**src/rtl/ecc_irq_pkg.sv**
```systemverilog
// Package: constants and types shared by the ECC interrupt aggregator.
// Assumes byte offsets within a 32-bit register space; the class groups
// repeat at a fixed stride.
package ecc_irq_pkg;

    localparam int unsigned NUM_CLASSES  = 2;
    localparam int unsigned CLASS_STRIDE = 32'h100;

    // Class indices: order fixes the DED group at base + stride.
    localparam int unsigned CLS_SEC = 0;
    localparam int unsigned CLS_DED = 1;

    // Global offsets
    localparam int unsigned OFS_REV  = 32'h000;
    localparam int unsigned OFS_RAMS = 32'h00C;

    // Per-class offsets, relative to class base
    localparam int unsigned OFS_EOI   = 32'h03C;
    localparam int unsigned OFS_PEND  = 32'h040;
    localparam int unsigned OFS_ENSET = 32'h080;
    localparam int unsigned OFS_ENCLR = 32'h0C0;

    // Revision fields
    localparam logic [1:0]  REV_SCHEME = 2'd1;
    localparam logic [1:0]  REV_UNIT   = 2'd2;
    localparam logic [11:0] REV_MODULE = 12'h6A0;
    localparam logic [4:0]  REV_RTL    = 5'h1D;
    localparam logic [2:0]  REV_MAJOR  = 3'd2;
    localparam logic [1:0]  REV_CUSTOM = 2'd0;
    localparam logic [5:0]  REV_MINOR  = 6'd0;

    localparam logic [31:0] REV_WORD = {REV_SCHEME, REV_UNIT, REV_MODULE,
                                        REV_RTL, REV_MAJOR, REV_CUSTOM, REV_MINOR};

    localparam int unsigned RAM_CNT_W = 11;

    // Decoded per-class write commands (bit 0 of write data already applied
    // where the command is a write-one action).
    typedef struct packed {
        logic eoi;       // re-arm request
        logic pend_wr;   // pending flag load
        logic pend_val;  // value to load
        logic en_set;    // enable set request
        logic en_clr;    // enable clear request
    } cls_cmd_t;

endpackage

```
**src/rtl/ecc_irq_regdec.sv**
```systemverilog
// Register decoder: turns the flat register port into per-class commands
// and builds the read word from the per-class state.
// Assumes a single access per cycle and word-aligned byte offsets.
module ecc_irq_regdec
    import ecc_irq_pkg::*;
#(
    parameter int unsigned ADDR_W   = 10,
    parameter int unsigned NUM_RAMS = 1,
    parameter int unsigned NCLS     = NUM_CLASSES
) (
    input  logic [ADDR_W-1:0]         reg_addr,
    input  logic                      reg_wr_en,
    input  logic [31:0]               reg_wdata,
    input  logic [NCLS-1:0]           pend_vec,
    input  logic [NCLS-1:0]           en_vec,
    output cls_cmd_t [NCLS-1:0]       cmd_vec,
    output logic [31:0]               reg_rdata
);

    localparam logic [ADDR_W-1:0]    A_REV  = ADDR_W'(OFS_REV);
    localparam logic [ADDR_W-1:0]    A_RAMS = ADDR_W'(OFS_RAMS);
    localparam logic [RAM_CNT_W-1:0] RAMS_V = RAM_CNT_W'(NUM_RAMS);

    logic [NCLS-1:0] hit_eoi, hit_pend, hit_enset, hit_enclr;
    logic [NCLS-1:0] rd_bit;

    for (genvar c = 0; c < NCLS; c++) begin : g_cls
        localparam logic [ADDR_W-1:0] A_EOI   = ADDR_W'(OFS_EOI   + c * CLASS_STRIDE);
        localparam logic [ADDR_W-1:0] A_PEND  = ADDR_W'(OFS_PEND  + c * CLASS_STRIDE);
        localparam logic [ADDR_W-1:0] A_ENSET = ADDR_W'(OFS_ENSET + c * CLASS_STRIDE);
        localparam logic [ADDR_W-1:0] A_ENCLR = ADDR_W'(OFS_ENCLR + c * CLASS_STRIDE);

        // Offset match for this class's group
        always_comb begin
            hit_eoi[c]   = (reg_addr == A_EOI);
            hit_pend[c]  = (reg_addr == A_PEND);
            hit_enset[c] = (reg_addr == A_ENSET);
            hit_enclr[c] = (reg_addr == A_ENCLR);
        end

        // Write command for this class
        always_comb begin
            cmd_vec[c].eoi      = reg_wr_en && hit_eoi[c]   && reg_wdata[0];
            cmd_vec[c].pend_wr  = reg_wr_en && hit_pend[c];
            cmd_vec[c].pend_val = reg_wdata[0];
            cmd_vec[c].en_set   = reg_wr_en && hit_enset[c] && reg_wdata[0];
            cmd_vec[c].en_clr   = reg_wr_en && hit_enclr[c] && reg_wdata[0];
        end

        // Read contribution of this class (EOI reads as 0)
        always_comb begin
            rd_bit[c] = (hit_pend[c] & pend_vec[c]) |
                        ((hit_enset[c] | hit_enclr[c]) & en_vec[c]);
        end
    end

    // Read mux: global words, then OR of class bits in bit 0
    always_comb begin
        if (reg_addr == A_REV) begin
            reg_rdata = REV_WORD;
        end else if (reg_addr == A_RAMS) begin
            reg_rdata = {{(32 - RAM_CNT_W){1'b0}}, RAMS_V};
        end else begin
            reg_rdata = {31'd0, |rd_bit};
        end
    end

endmodule

```
**src/rtl/ecc_irq_class.sv**
```systemverilog
// One interrupt class: pending flag, enable flag, arming flag and the pulse.
// Assumes the decoder gives at most one register command per cycle.
// The pulse is a combinational function of registered state.
module ecc_irq_class
    import ecc_irq_pkg::*;
(
    input  logic     clk,
    input  logic     rst_n,
    input  cls_cmd_t cmd,
    input  logic     hw_evt,
    input  logic     hw_clr,
    output logic     pend,
    output logic     en,
    output logic     irq
);

    logic armed;

    // Pulse when a pending, enabled class is armed
    always_comb irq = pend & en & armed;

    // Pending flag: hardware event wins over any clear
    always_ff @(posedge clk) begin
        if (!rst_n) begin
            pend <= 1'b0;
        end else if (hw_evt) begin
            pend <= 1'b1;
        end else if (cmd.pend_wr) begin
            pend <= cmd.pend_val;
        end else if (hw_clr) begin
            pend <= 1'b0;
        end
    end

    // Enable flag: separate set and clear offsets
    always_ff @(posedge clk) begin
        if (!rst_n) begin
            en <= 1'b0;
        end else if (cmd.en_set) begin
            en <= 1'b1;
        end else if (cmd.en_clr) begin
            en <= 1'b0;
        end
    end

    // Arming flag: EOI re-arms, a pulse disarms
    always_ff @(posedge clk) begin
        if (!rst_n) begin
            armed <= 1'b1;
        end else if (cmd.eoi) begin
            armed <= 1'b1;
        end else if (irq) begin
            armed <= 1'b0;
        end
    end

endmodule

```
**src/rtl/ecc_irq_aggr.sv**
```systemverilog
// ECC error interrupt aggregator top: two classes (SEC, DED) behind one
// register port. Assumes the event and clear strobes are synchronous to clk.
module ecc_irq_aggr
    import ecc_irq_pkg::*;
#(
    parameter int unsigned ADDR_W   = 10,
    parameter int unsigned NUM_RAMS = 1
) (
    input  logic              clk,
    input  logic              rst_n,
    input  logic [ADDR_W-1:0] reg_addr,
    input  logic              reg_wr_en,
    input  logic [31:0]       reg_wdata,
    output logic [31:0]       reg_rdata,
    input  logic              sec_evt,
    input  logic              ded_evt,
    input  logic              sec_clr,
    input  logic              ded_clr,
    output logic              sec_irq,
    output logic              ded_irq
);

    localparam int unsigned NCLS = NUM_CLASSES;

    logic [NCLS-1:0]     evt_vec, clr_vec, pend_vec, en_vec, irq_vec;
    cls_cmd_t [NCLS-1:0] cmd_vec;

    // Gather strobes into class-indexed vectors
    always_comb begin
        evt_vec[CLS_SEC] = sec_evt;
        evt_vec[CLS_DED] = ded_evt;
        clr_vec[CLS_SEC] = sec_clr;
        clr_vec[CLS_DED] = ded_clr;
    end

    ecc_irq_regdec #(
        .ADDR_W   (ADDR_W),
        .NUM_RAMS (NUM_RAMS),
        .NCLS     (NCLS)
    ) u_dec (
        .reg_addr  (reg_addr),
        .reg_wr_en (reg_wr_en),
        .reg_wdata (reg_wdata),
        .pend_vec  (pend_vec),
        .en_vec    (en_vec),
        .cmd_vec   (cmd_vec),
        .reg_rdata (reg_rdata)
    );

    for (genvar c = 0; c < NCLS; c++) begin : g_cls
        ecc_irq_class u_cls (
            .clk    (clk),
            .rst_n  (rst_n),
            .cmd    (cmd_vec[c]),
            .hw_evt (evt_vec[c]),
            .hw_clr (clr_vec[c]),
            .pend   (pend_vec[c]),
            .en     (en_vec[c]),
            .irq    (irq_vec[c])
        );
    end

    // Drive the interrupt outputs from the class vector
    always_comb begin
        sec_irq = irq_vec[CLS_SEC];
        ded_irq = irq_vec[CLS_DED];
    end

endmodule

```
**config.mk**
```make
export PLATFORM = sky130hd
export DESIGN_NAME = ecc_irq_aggr
export DESIGN_NICKNAME = d
export VERILOG_FILES = /design/src/rtl/ecc_irq_pkg.sv /design/src/rtl/ecc_irq_regdec.sv /design/src/rtl/ecc_irq_class.sv /design/src/rtl/ecc_irq_aggr.sv
export SDC_FILE = /design/constraint.sdc
export NUM_CORES = 1
export LEC_CHECK = 0
export BUFFER_PORTS_ARGS = -buffer_cell sky130_fd_sc_hd__buf_4
export CAP_MARGIN = 20
export CORE_MARGIN = 5
export CORE_UTILIZATION = 25
export CTS_BUF_LIST = sky130_fd_sc_hd__clkbuf_16
export DETAILED_ROUTE_END_ITERATION = 10
export SYNTH_ARGS = -nofsm -noshare
export SYNTH_HDL_FRONTEND = slang
export SYNTH_HIERARCHICAL = 1
export SYNTH_SLANG_ARGS = --single-unit
```
**constraint.sdc**
```tcl
create_clock -name clk -period 1.56 [get_ports clk]
set_input_delay 0.312 -clock clk [delete_from_list [all_inputs] [get_ports clk]]
set_output_delay 0.312 -clock clk [all_outputs]
set_load 0.005 [all_outputs]
```
==> run summary <==
H-Tree Depth - 1
period utilization - 99.5%
initial antenna violation count - 0
CP Capture Type - output port
Initial Util - 26.6%
Die Y - 62.1 microns
initial DRC count - 10
leading area contributor after synthesis - buf_4
TritonCTS clock tree - yes
static leakage - 0.450 nW
Hold Fails Final Rpt - 0
area occupied by multi-input gates - 403 sq um
largest net degree at the start of global routing - 7
GRT Total Usage - 7.92%
Max Slew Vio Count - 0
WP data required - 1.25 ns
Synth top area share - 35.4%
CTS Buf Count - 3
grt met2 use - 13.0%
M1 GR Usage - 8.60%
# diodes - 0
syn_area_per_cell - 8.07 sq um
area grow syn2layout - 42.6%
# setup viols final - 0
gr ovfl total - 0
fin nets - 160
WL/cell - 11.9 microns
RSZ-0062 raised after global routing - true
Setup Skew - 0.0000653 ns
IO Port Bufs - 31
Tightest Hold Check Type - primary input to flip-flop
WS Path Type - primary input to output port
GR Layer Usage met3 - 2.48%
Synth Instances - 84
fin crit period - 1.55 ns
Fillers - 248
Vias per Instance - 4.31
Post-synth ARST share - 0%
GR peak layer - met2
layout cells sized above 1 - 48.6%
GPL Wtd Cong - 0.806
Clk Tree Root Cell - clkbuf_16
Max FO, Critical Path - 6
Post-DRT Antenna Nets - 0
Top-Level Pins - 83
ys flop type - dfxtp_1
synth warn - 6
Max Cap Violations - 0
Bufs on Longest Clock Path - 2
vias in the first global route - 519
Vias - 599
post-DP HPWL - 1.29 mm
core area - 2540 sq um
Worst EP arrival - 1.24 ns
number of clock sinks - 6
most frequent cells in the layout - 20 x conb_1, 19 x buf_4, 16 x buf_6
status - finished clean
Area after DPL - 795 sq um
# DRC - 0
Reg clk slew, reported paths - 0.03 ns
mapped cell area - 678 sq um
sequential area share after synthesis - 17.7%
first-pass GRT wire length - 2.19 mm
max frequency - 644 MHz
Die X - 62.1 microns
commonest non-fill, non-tap cell in the layout - conb_1
PD cells - 683 nW/um^2
FF+latch area - 121 sq um
CP startpoint kind - primary input
worst-skew pair later-pin latency - 0.22 ns
Post-synth EDFFs - 0
top cells by area, synth - buf_4 35%, dfxtp_1 18%, nor2_1 3.3%
final worst slack - 0.00722 ns
Synth Register Bits - 6
total power draw - 0.661 mW
peak supply drop - 422 uV
Yosys cell types - 27
final wirelength - 1.65 mm
first-pass iteration count of the detailed router - 4
post-route cell area - 967 sq um
die area - 3850 sq um
pre-CTS WS - -0.0607 ns
row count - 18
[metal layers]
| layer | vias up | routed length, microns |
|---|---|---|
| li1 | 294 | - |
| met1 | 263 | 582 |
| met2 | 40 | 781 |
| met3 | 2 | 283 |
| met4 | 0 | 5 |
| met5 | - | 0 |
[worst max-delay path, cell delays in order]
cell	delay (ns)
buf_6	0.10
nor4_4	0.32
and4_4	0.28
buf_6	0.13
buf_6	0.09
[repair_timing]
item                       in CTS  in global routing
gates resized for setup        18                  4
hold buffers                    0                  0
pin swaps                       3                  5
setup buffers                   1                  0
gates cloned                    1                  0
setup endpoints to repair      12                 13
[area by class of cell]
| cell class | instances | area share, % |
|---|---|---|
| Tap cell | 30 | 3.88 |
| Timing Repair Buffer | 35 | 33.4 |
| Inverter | 2 | 0.776 |
| Sequential cell | 6 | 12.5 |
| Multi-Input combinational cell | 63 | 41.7 |
| Clock buffer | 3 | 7.76 |
[cells in the mapped netlist (2+ instances only)]
master	number
a211o_1	2
dfxtp_1	6
nand2_1	3
buf_4	32
o21a_1	2
nor3_1	2
a21oi_1	4
nor2_1	6
or3b_1	2
nand3_1	2
and3_2	2
nor2b_1	3
inv_1	2
nand4_1	3
[flip-flops by register name, summed over array words and instances, names as in the netlist]
| register | flops |
|---|---|
| g_cls.u_cls/pend | 2 |
| g_cls.u_cls/armed | 2 |
| g_cls.u_cls/en | 2 |
[logic make-up after synthesis]
logic type	share of synthesized area [%]
AO/OA/AOI/OAI	9.96
flip-flops	17.7
buffers and inverters	36.5
AND/OR/NAND/NOR	31.9
other	0.553
multiplexers	3.32
[stage by stage]
stage	hold WS (ns)	util, %	instances	setup TNS, ns
finish	0.325	38.0	139	0
global route	0.356	38.0	139	-0.446
CTS	0.325	37.4	139	-0.152
detailed placement	0.446	31.2	134	-0.502
global placement	0.437	31.2	134	-0.0437
floorplan	0.428	-	103	0
[worst paths after layout]
check | startpoint | endpoint | slack [ns] | cells after the start
worst max-delay path | reg_addr[1] | reg_rdata[29] | 0.007 | 5
worst min-delay path | rst_n | g_cls[1].u_cls/en | 0.32 | 2
worst max register to register | g_cls[1].u_cls/pend | g_cls[1].u_cls/pend | 0.65 | 2
worst min register to register | g_cls[1].u_cls/armed | g_cls[1].u_cls/armed | 0.45 | 1
[power by group]
| part | switching, mW | internal (mW) |
|---|---|---|
| registers | 0.00269 | 0.158 |
| clock network | 0.0780 | 0.328 |
| logic | 0.0484 | 0.0455 |
| total | 0.129 | 0.532 |
No activity file was read; power rests on OpenSTA's default activity.
